$ cat src/rtl/wfp_pkg.sv
// Shared register selects and control-field positions for the word FIFO pair.
// Assumes a two-bit register address space.
package wfp_pkg;
    localparam int unsigned ADDR_W = 2;

    typedef enum logic [ADDR_W-1:0] {
        SEL_CTRL = 2'd0,
        SEL_STAT = 2'd1,
        SEL_TXD  = 2'd2,
        SEL_RXD  = 2'd3
    } reg_sel_e;

    // Flush bits sit at fixed low positions; trigger fields follow them.
    localparam int unsigned CTL_RXFL_BIT = 0;
    localparam int unsigned CTL_TXFL_BIT = 1;
    localparam int unsigned CTL_TRIG_LSB = 2;
endpackage

$ cat src/rtl/wfp_fifo.sv
// Synchronous word queue with a flush input.
// A push is accepted only when the queue is not full, and a pop only when it
// is not empty. A flush empties the queue and discards any push or pop in the
// same cycle. Refused push and pop each raise a one-cycle registered pulse.
// Assumes DEPTH >= 2.
module wfp_fifo #(
    parameter int unsigned W     = 32,
    parameter int unsigned DEPTH = 8,
    localparam int unsigned PTR_W = $clog2(DEPTH),
    localparam int unsigned CNT_W = $clog2(DEPTH + 1)
) (
    input  logic             clk,
    input  logic             rst_n,
    input  logic             flush,
    input  logic             push,
    input  logic [W-1:0]     pdata,
    input  logic             pop,
    output logic [W-1:0]     head,
    output logic [CNT_W-1:0] count,
    output logic             full,
    output logic             empty,
    output logic             over,
    output logic             under
);
    logic [W-1:0]     mem [DEPTH];
    logic [PTR_W-1:0] wr_ptr, rd_ptr;
    logic [CNT_W-1:0] cnt_q;
    logic             do_push, do_pop;

    function automatic logic [PTR_W-1:0] bump(input logic [PTR_W-1:0] p);
        return (p == PTR_W'(DEPTH - 1)) ? '0 : p + 1'b1;
    endfunction

    assign full    = (cnt_q == CNT_W'(DEPTH));
    assign empty   = (cnt_q == '0);
    assign do_push = push && !full && !flush;
    assign do_pop  = pop && !empty && !flush;
    assign head    = mem[rd_ptr];
    assign count   = cnt_q;

    // Store an accepted word at the write pointer.
    always_ff @(posedge clk) begin
        if (do_push) mem[wr_ptr] <= pdata;
    end

    // Advance or clear the pointers.
    always_ff @(posedge clk) begin
        if (!rst_n || flush) begin
            wr_ptr <= '0;
            rd_ptr <= '0;
        end else begin
            if (do_push) wr_ptr <= bump(wr_ptr);
            if (do_pop)  rd_ptr <= bump(rd_ptr);
        end
    end

    // Track occupancy.
    always_ff @(posedge clk) begin
        if (!rst_n || flush) cnt_q <= '0;
        else begin
            case ({do_push, do_pop})
                2'b10:   cnt_q <= cnt_q + 1'b1;
                2'b01:   cnt_q <= cnt_q - 1'b1;
                default: cnt_q <= cnt_q;
            endcase
        end
    end

    // Register the misuse pulses for one cycle.
    always_ff @(posedge clk) begin
        if (!rst_n) begin
            over  <= 1'b0;
            under <= 1'b0;
        end else begin
            over  <= push && full && !flush;
            under <= pop && empty && !flush;
        end
    end
endmodule

$ cat src/rtl/wfp_ctrl.sv
// Control register: two trigger fields and two self-clearing flush flags.
// A write loads both triggers. A flush flag is high for exactly the cycle
// after the write that set it. Assumes the write strobe is a single cycle.
module wfp_ctrl #(
    parameter int unsigned TRIG_W = 3
) (
    input  logic              clk,
    input  logic              rst_n,
    input  logic              wr,
    input  logic              wr_txfl,
    input  logic              wr_rxfl,
    input  logic [TRIG_W-1:0] wr_txtrig,
    input  logic [TRIG_W-1:0] wr_rxtrig,
    output logic              txfl,
    output logic              rxfl,
    output logic [TRIG_W-1:0] tx_trig,
    output logic [TRIG_W-1:0] rx_trig
);
    // Hold the trigger levels.
    always_ff @(posedge clk) begin
        if (!rst_n) begin
            tx_trig <= '0;
            rx_trig <= '0;
        end else if (wr) begin
            tx_trig <= wr_txtrig;
            rx_trig <= wr_rxtrig;
        end
    end

    // Flush flags live one cycle and then clear themselves.
    always_ff @(posedge clk) begin
        if (!rst_n) begin
            txfl <= 1'b0;
            rxfl <= 1'b0;
        end else begin
            txfl <= wr && wr_txfl;
            rxfl <= wr && wr_rxfl;
        end
    end
endmodule

$ cat src/rtl/wfp_level.sv
// Occupancy reporting: saturated status counts and trigger comparisons.
// Purely combinational. The saturating path is generated only when DEPTH can
// exceed the status field.
module wfp_level #(
    parameter int unsigned DEPTH  = 8,
    parameter int unsigned STAT_W = 4,
    parameter int unsigned TRIG_W = 3,
    localparam int unsigned CNT_W = $clog2(DEPTH + 1),
    localparam int unsigned CMP_W = ((CNT_W > TRIG_W) ? CNT_W : TRIG_W) + 1,
    localparam int unsigned SAT   = (1 << STAT_W) - 1
) (
    input  logic [CNT_W-1:0]  tx_cnt,
    input  logic [CNT_W-1:0]  rx_cnt,
    input  logic [TRIG_W-1:0] tx_trig,
    input  logic [TRIG_W-1:0] rx_trig,
    output logic [STAT_W-1:0] tx_free_st,
    output logic [STAT_W-1:0] rx_fill_st,
    output logic              tx_req,
    output logic              rx_req
);
    logic [CNT_W-1:0] tx_free;

    assign tx_free = CNT_W'(DEPTH) - tx_cnt;

    // Compare against trigger plus one in a width wide enough for both.
    assign tx_req = CMP_W'(tx_free) >= (CMP_W'(tx_trig) + CMP_W'(1));
    assign rx_req = CMP_W'(rx_cnt)  >= (CMP_W'(rx_trig) + CMP_W'(1));

    generate
        if (DEPTH > SAT) begin : g_sat
            // Clamp counts that overflow the status field.
            assign tx_free_st = (tx_free > CNT_W'(SAT)) ? '1 : STAT_W'(tx_free);
            assign rx_fill_st = (rx_cnt  > CNT_W'(SAT)) ? '1 : STAT_W'(rx_cnt);
        end else begin : g_plain
            assign tx_free_st = STAT_W'(tx_free);
            assign rx_fill_st = STAT_W'(rx_cnt);
        end
    endgenerate
endmodule

$ cat src/rtl/wfifo_pair.sv
// Transmit/receive word FIFO pair behind a four-register interface.
// Decodes register strobes, routes flushes, and multiplexes read data.
// Reads are combinational on reg_addr. Only a strobed receive-port read pops.
// Assumes the status fields are narrow enough to fit two in 32 bits.
module wfifo_pair
    import wfp_pkg::*;
#(
    parameter int unsigned DATA_W = 32,
    parameter int unsigned DEPTH  = 8,
    parameter int unsigned TRIG_W = 3,
    parameter int unsigned STAT_W = 4
) (
    input  logic              clk,
    input  logic              rst_n,
    input  logic [1:0]        reg_addr,
    input  logic              reg_wr,
    input  logic              reg_rd,
    input  logic [DATA_W-1:0] reg_wdata,
    output logic [DATA_W-1:0] reg_rdata,
    input  logic              tx_pop,
    output logic [DATA_W-1:0] tx_head,
    output logic              tx_avail,
    input  logic              rx_push,
    input  logic [DATA_W-1:0] rx_data,
    output logic              rx_room,
    output logic              tx_req,
    output logic              rx_req,
    output logic              tx_ovf,
    output logic              rx_unf
);
    localparam int unsigned CNT_W   = $clog2(DEPTH + 1);
    localparam int unsigned RXT_LSB = CTL_TRIG_LSB;
    localparam int unsigned TXT_LSB = CTL_TRIG_LSB + TRIG_W;

    logic              ctrl_wr, txd_wr, rxd_rd;
    logic              txfl, rxfl;
    logic [TRIG_W-1:0] tx_trig, rx_trig;
    logic [CNT_W-1:0]  tx_cnt, rx_cnt;
    logic              tx_full, tx_empty, rx_full, rx_empty;
    logic [DATA_W-1:0] rx_head;
    logic [STAT_W-1:0] tx_free_st, rx_fill_st;

    assign ctrl_wr  = reg_wr && (reg_addr == SEL_CTRL);
    assign txd_wr   = reg_wr && (reg_addr == SEL_TXD);
    assign rxd_rd   = reg_rd && (reg_addr == SEL_RXD);
    assign tx_avail = !tx_empty;
    assign rx_room  = !rx_full;

    wfp_ctrl #(.TRIG_W(TRIG_W)) u_ctrl (
        .clk       (clk),
        .rst_n     (rst_n),
        .wr        (ctrl_wr),
        .wr_txfl   (reg_wdata[CTL_TXFL_BIT]),
        .wr_rxfl   (reg_wdata[CTL_RXFL_BIT]),
        .wr_txtrig (reg_wdata[TXT_LSB +: TRIG_W]),
        .wr_rxtrig (reg_wdata[RXT_LSB +: TRIG_W]),
        .txfl      (txfl),
        .rxfl      (rxfl),
        .tx_trig   (tx_trig),
        .rx_trig   (rx_trig)
    );

    wfp_fifo #(.W(DATA_W), .DEPTH(DEPTH)) u_txq (
        .clk   (clk),
        .rst_n (rst_n),
        .flush (txfl),
        .push  (txd_wr),
        .pdata (reg_wdata),
        .pop   (tx_pop),
        .head  (tx_head),
        .count (tx_cnt),
        .full  (tx_full),
        .empty (tx_empty),
        .over  (tx_ovf),
        .under ()
    );

    wfp_fifo #(.W(DATA_W), .DEPTH(DEPTH)) u_rxq (
        .clk   (clk),
        .rst_n (rst_n),
        .flush (rxfl),
        .push  (rx_push),
        .pdata (rx_data),
        .pop   (rxd_rd),
        .head  (rx_head),
        .count (rx_cnt),
        .full  (rx_full),
        .empty (rx_empty),
        .over  (),
        .under (rx_unf)
    );

    wfp_level #(.DEPTH(DEPTH), .STAT_W(STAT_W), .TRIG_W(TRIG_W)) u_lvl (
        .tx_cnt     (tx_cnt),
        .rx_cnt     (rx_cnt),
        .tx_trig    (tx_trig),
        .rx_trig    (rx_trig),
        .tx_free_st (tx_free_st),
        .rx_fill_st (rx_fill_st),
        .tx_req     (tx_req),
        .rx_req     (rx_req)
    );

    // Select read data for the addressed register.
    always_comb begin
        reg_rdata = '0;
        case (reg_sel_e'(reg_addr))
            SEL_CTRL: begin
                reg_rdata[CTL_RXFL_BIT]       = rxfl;
                reg_rdata[CTL_TXFL_BIT]       = txfl;
                reg_rdata[RXT_LSB +: TRIG_W]  = rx_trig;
                reg_rdata[TXT_LSB +: TRIG_W]  = tx_trig;
            end
            SEL_STAT: begin
                reg_rdata[0 +: STAT_W]        = rx_fill_st;
                reg_rdata[STAT_W +: STAT_W]   = tx_free_st;
            end
            SEL_RXD:  reg_rdata = rx_empty ? '0 : rx_head;
            default:  reg_rdata = '0;
        endcase
    end
endmodule

$ cat config.mk
export PLATFORM = sky130hd
export DESIGN_NAME = wfifo_pair
export DESIGN_NICKNAME = d
export VERILOG_FILES = /design/src/rtl/wfp_pkg.sv /design/src/rtl/wfp_fifo.sv /design/src/rtl/wfp_ctrl.sv /design/src/rtl/wfp_level.sv /design/src/rtl/wfifo_pair.sv
export SDC_FILE = /design/constraint.sdc
export NUM_CORES = 1
export LEC_CHECK = 0
export BUFFER_PORTS_ARGS = -buffer_cell sky130_fd_sc_hd__buf_2
export CORE_UTILIZATION = 54
export CTS_CLUSTER_DIAMETER = 60
export CTS_CLUSTER_SIZE = 24
export DETAILED_ROUTE_END_ITERATION = 10
export PLACE_DENSITY_LB_ADDON = 0.25
export SYNTH_ARGS = -nofsm -noshare
export SYNTH_HDL_FRONTEND = slang
export SYNTH_SLANG_ARGS = --single-unit
export TNS_END_PERCENT = 30
$ cat constraint.sdc
create_clock -name clk -period 4.8 [get_ports clk]
set_clock_uncertainty 0.2 [all_clocks]
set_input_delay 0.48 -clock clk [delete_from_list [all_inputs] [get_ports clk]]
set_output_delay 0.48 -clock clk [all_outputs]
set_load 0.005 [all_outputs]
# ---- Yosys cells after proc, flatten, opt, wreduce, memory -nomap -nowiden
# Memories as Yosys holds them, arrays and structs flattened. A register that Yosys moved wholly into a read port is not among the register bits.
# Index checks and enable logic that the tools add are counted.
dict set report classes {
  n_eq_ne 13
  bitwise 0
  order_cmp 2
  muxes 17
  n_div 0
  shift 0
  mul 0
  add_sub_neg 11
  reduce_logical 31
}
# cell n
set op_table {}
lappend op_table {{2-to-1 mux 32 bit} 1}
lappend op_table {{2-to-1 mux 24 bit} 1}
lappend op_table {{2-to-1 mux 3 bit} 8}
lappend op_table {{case mux 8 bit (3 select lines)} 1}
lappend op_table {{logical AND 1 bit} 17}
lappend op_table {{case mux 4 bit (2 select lines)} 2}
lappend op_table {{adder 3 x 1 -> 3 bit (second input constant)} 4}
lappend op_table {{equality test 3 bit (second input constant)} 4}
lappend op_table {{>= comparator 4 x 5 -> 1 bit} 2}
lappend op_table {{adder 3 x 1 -> 4 bit (second input constant)} 2}
lappend op_table {{adder 4 x 1 -> 4 bit (second input constant)} 2}
lappend op_table {{equality test 2 bit (second input constant)} 4}
lappend op_table {{equality test 4 bit (second input constant)} 2}
lappend op_table {{zero test 4 bit} 2}
lappend op_table {{subtractor 4 x 1 -> 4 bit (second input constant)} 2}
lappend op_table {{zero test 1 bit} 7}
lappend op_table {{equality test 2 x 1 -> 1 bit (second input constant)} 3}
lappend op_table {{2-to-1 mux 1 bit} 4}
lappend op_table {{nonzero test 2 bit} 2}
lappend op_table {{subtractor 4 bit (first input constant)} 1}
lappend op_table {{zero test 2 bit} 1}
lappend op_table {{logical OR 1 bit} 2}
dict set report totals {
  register_bits 30
  input_bits 72
  ramBits 512
  memories 2
  latchBits 0
  rom_bits 0
}
# name depth word_bits read_ports rd_ports_with_merged_regs wr line
set memory_table {}
lappend memory_table {u_rxq.mem 8 32 1 1 1 wfp_fifo.sv:25} ;# logic [W-1:0] mem [DEPTH];
lappend memory_table {u_txq.mem 8 32 1 1 1 wfp_fifo.sv:25}

# ---- Logic depth before layout (Yosys ltp)
dict set report logic_depth {
  word_depth 6
  ltp_mapped 13
}

# ---- Cells and area by module
# A second synthesis with hierarchy kept.
dict set report unflattened {
  hier_cells 1036
  area_unflattened_um2 21738.3
}
# mod area_each_um2 cells_per_inst n_inst
set by_module_without_submodules {}
lappend by_module_without_submodules {wfp_fifo 10334.9 456 2}
lappend by_module_without_submodules {wfifo_pair 422.9 61 1}
lappend by_module_without_submodules {wfp_level 361.6 40 1}
lappend by_module_without_submodules {wfp_ctrl 284.0 23 1}

# ---- Worst setup path after synthesis
# OpenSTA, ideal clock, no wires.
dict set report synth_path {
  path_kind {register to register}
  start {reg u_txq.cnt_q[1] (netlist: u_txq.count[1])}
  end {mem u_txq.mem[0][0] (enable)}
  required_time_ns 4.099
  setup_ns 0.501
  path_stages_with_launch 8
  arrival_time_ns 4.591
  path_buffers 1
  synth_period_minus_slack_ns 5.293
  path_slack_ns -0.493
  cell_sequence {dfxtp_1 clkbuf_1 inv_1 ha_1 nor2b_1 a21oi_1 nand2b_1 nor4_1}
}
dict set report synth_between {
  elab_chain_len 6
}
# element line
set synth_rtl {}
lappend synth_rtl {{start: declaration} wfp_fifo.sv:27} ;# logic [CNT_W-1:0] cnt_q;
lappend synth_rtl {{start signal: assignment} wfp_fifo.sv:62} ;# 2'b10: cnt_q <= cnt_q + 1'b1;
lappend synth_rtl {{start signal: assignment} wfp_fifo.sv:63} ;# 2'b01: cnt_q <= cnt_q - 1'b1;
lappend synth_rtl {{start signal: assignment} wfp_fifo.sv:64} ;# default: cnt_q <= cnt_q;
lappend synth_rtl {{equality test 4 bit} wfp_fifo.sv:34} ;# assign full = (cnt_q == CNT_W'(DEPTH));
lappend synth_rtl {{zero test 1 bit} wfp_fifo.sv:36} ;# assign do_push = push && !full && !flush;
lappend synth_rtl {{logical AND 1 bit (2 in a row)} wfp_fifo.sv:36}
lappend synth_rtl {{2-to-1 mux 1 bit} wfp_fifo.sv:43} ;# if (do_push) mem[wr_ptr] <= pdata;
lappend synth_rtl {{2-to-1 mux 1 bit (not written as such)} wfp_fifo.sv:43}
lappend synth_rtl {{end: declaration} wfp_fifo.sv:25}
# No other way between the ends.

==> flow_summary_export.csv <==
group,metric,value,unit
worst_setup_path,crit-reg2reg-launch,"u_txq.count[0]$_SDFFE_PP0P_",
final_layout,final_common_cell,"edfxtp_1",
final_layout,drive_gt1_frac,0.325,
global_routing,grt-ovfl-total,0,
global_routing,antenna_found_initial,2,
die,io_pins,142,
synthesis,yosys.area.top_type_share,0.720,
clock_network,post-cts-setup-buffer-count,0,
sta,period_share,0.741,
synthesis,synth_edf_count,512,
route,ant_nets,0,
pwr,fin_total_pwr,9.68,mW
die,rows,72,
die,initial_utilization,0.550,
sta,slew_headroom,0.285,
clock_network,htree_levels,2,
synthesis,ys_top_cells_by_area,"edfxtp_1, mux4_2, dfxtp_1",
worst_setup_path,worstPathArrival,2880,ps
sta,hold_viol,0,
final_layout,mostFrequentLayoutCells,"edfxtp_1, buf_2, mux4_2",
final_layout,area_growth_syn_to_layout,15.1,%
worst_setup_path,cp.required,4120,ps
sta,setup_violations,0,
synthesis,ys_types,41,
hold_path,min_from,"reg_wdata[23]",
clock_network,hold_buffers,53,
die,core-area,38800,um^2
global_routing,grt_max_degree,39,
clock_network,numCtsBuffers,36,
global_routing,grt_pass1_wl,64.2,mm
clock_network,clock_latency,550,ps
global_routing,grt_pass1_vias,11100,
route,totalWireLength,41.4,mm
sta,fmax,281,MHz
placement,gp_congestion,0.758,
worst_setup_path,worst-setup-path-type,"flop to output pin",
die,die_x,201,um
clock_network,cts_tree,"done",
worst_setup_path,crit_slowest_cell,"clkinv_1",
placement,portBuffers,141,
die,die_h,201,um
route,num_vias,10300,
pwr,power.leakage,8.05,nW
synthesis,syn-num-nets,1133,
synthesis,ys_ff_latch,548,
route,drt_first_pass_iters,4,
sta,finalMaxSlewViolations,0,
worst_setup_path,startpoint_type,"flop",
synthesis,postSynthAreaPerCell,20.6,um^2
placement,hpwl,24.8,mm
pwr,p_per_area,394,nW/um^2
pwr,peakVddDrop,332,uV
clock_network,clk_pin_slew,90,ps
worst_setup_path,r2r_cells,6,
synthesis,syn_inst,1036,
hold_path,holdPathStages,1,
worst_setup_path,cp-end-kind,"output pin",
hold_path,min_path_type,"primary input to flop",
hold_path,hold_path_end,"u_txq.mem[3][23]$_DFFE_PP_",
clock_network,clock_path_buffers,3,
clock_network,clkSinkCount,548,
worst_setup_path,rrSetupSlack,1400,ps
synthesis,syn_area,21300,um^2
die,die-area,40300,um^2
final_layout,final_core_util,0.633,
sta,fin_crit,3560,ps
sta,tightest_slew,1070,ps
route,wl_per_cell,23.2,um
route,drt_iter0_markers,654,
clock_network,cts_root_buffer,"clkbuf_16",
status,status,"completed",
final_layout,fin_nets,1342,
worst_setup_path,path_cells,"buf_4 > clkinv_1 > nor2_2 > a221o_1 > buf_2",
clock_network,cts_resized,0,
synthesis,seq_area_frac_synth,0.754,
synthesis,yosysTopAreaCell,"edfxtp_1",
route,via_per_inst,5.78,
worst_setup_path,path_max_fanout,26,
job,cap_violations,0,
route,drc,0,
global_routing,grt_usage,0.212,
synthesis,synth_flop_cell,"edfxtp_1",
synthesis,async_flop_share,0,
worst_setup_path,cpPeakStageDelay,630,ps
synthesis,synth-warning-count,0,
worst_setup_path,r2r-end,"u_txq.mem[4][18]$_DFFE_PP_",
sta,rsz0062_at_grt,"false",
==> report_power, final <==
group | switching (mW) | internal [mW] | leakage [nW]
sequential | 0.115 | 5.30 | 4.93
combinational | 0.454 | 0.555 | 2.53
clock | 1.66 | 1.60 | 0.597
total | 2.23 | 7.45 | 8.05
==> per-layer routing <==
layer	up-vias	track usage	wire length, um
met5	-	0	12
met4	2	0.0616	870
met1	5388	0.273	17100
met2	242	0.368	21300
met3	57	0.0432	2200
li1	4631	-	-
==> kinds of logic (layout without fill, tap and decap cells) <==
logic type | count (synthesis) | after routing | share of synthesized area
other | 0 | 1 | 0
XOR/XNOR | 10 | 10 | 0.00410
adder cells (fa/ha/maj) | 25 | 25 | 0.0147
buffers and inverters | 57 | 289 | 0.0117
AND/OR/NAND/NOR | 152 | 152 | 0.0356
AO/OA/AOI/OAI | 62 | 62 | 0.0178
multiplexers | 182 | 182 | 0.162
flip-flops | 548 | 548 | 0.754
==> final cells by class <==
class,count,area (um^2)
diodes,1,2.50
fillers,2619,14300
well taps,518,648
repair buffers,220,1430
multi-input cells,431,5120
flip-flops and latches,548,16100
clock buffers,38,930
clock inverters,23,303
inverters,8,30.0
==> cells in the mapped netlist (2+ instances only) <==
master,n
inv_1,7
nor4_1,3
nand2b_1,9
a221o_1,7
a21oi_1,38
dfxtp_1,36
mux2_2,32
ha_1,25
or4b_1,3
mux2i_1,22
nand3_1,8
xnor2_1,3
and3_1,2
nand3b_1,5
a211o_1,2
edfxtp_1,512
buf_1,3
or3b_2,2
nand2_1,59
o21ai_0,4
mux4_2,128
buf_2,19
xor2_1,7
nor2b_1,9
nor2_1,34
a21o_1,10
clkbuf_1,24
nor3_1,7
or3_1,4
==> state kept, by name, summed over array words and instances, names as in the netlist, named ones only <==
signal / count
u_rxq.mem: 256
u_txq.mem: 256
u_rxq.count: 4
u_txq.count: 4
u_ctrl.rx_trig: 3
u_ctrl.tx_trig: 3
u_rxq.rd_ptr: 3
u_rxq.wr_ptr: 3
u_txq.rd_ptr: 3
u_txq.wr_ptr: 3
u_ctrl.rxfl: 1
u_ctrl.txfl: 1
u_rxq.under: 1
u_txq.over: 1
==> worst max-delay path by stage <==
| stage | endpoint |
|---|---|
| CTS | reg_rdata[4] |
| floorplan | u_txq.mem[1][0]$_DFFE_PP_ |
| global placement | u_txq.mem[4][17]$_DFFE_PP_ |
| detailed placement | u_txq.mem[2][9]$_DFFE_PP_ |
| global route | reg_rdata[1] |
| finish | reg_rdata[4] |
==> worst max-delay path: cells and delay by family, from the launching register on <==
kind	cells	cell delay, ps
AOI/OAI and AO/OA	1	280
DFF	1	310
and+or+nand+nor	1	590
buffers and inverters	3	1120
==> through the flow <==
| step | hold WS [ps] | worst slack, ps | TNS (ps) | instance area (um^2) | std cells |
|---|---|---|---|---|---|
| floorplan | 263 | -491 | -15720 | 21400 | 1036 |
| CTS | 4.60 | 1160 | 0 | 24600 | 1786 |
| global placement | 276 | 1430 | 0 | 22800 | 1672 |
| finish | 32.8 | 1240 | 0 | 24600 | 1787 |
| detailed placement | 288 | 1380 | 0 | 22800 | 1672 |
| global route | 14.6 | 1060 | 0 | 24600 | 1787 |
Note: power is estimated with default switching activity, not from simulation.
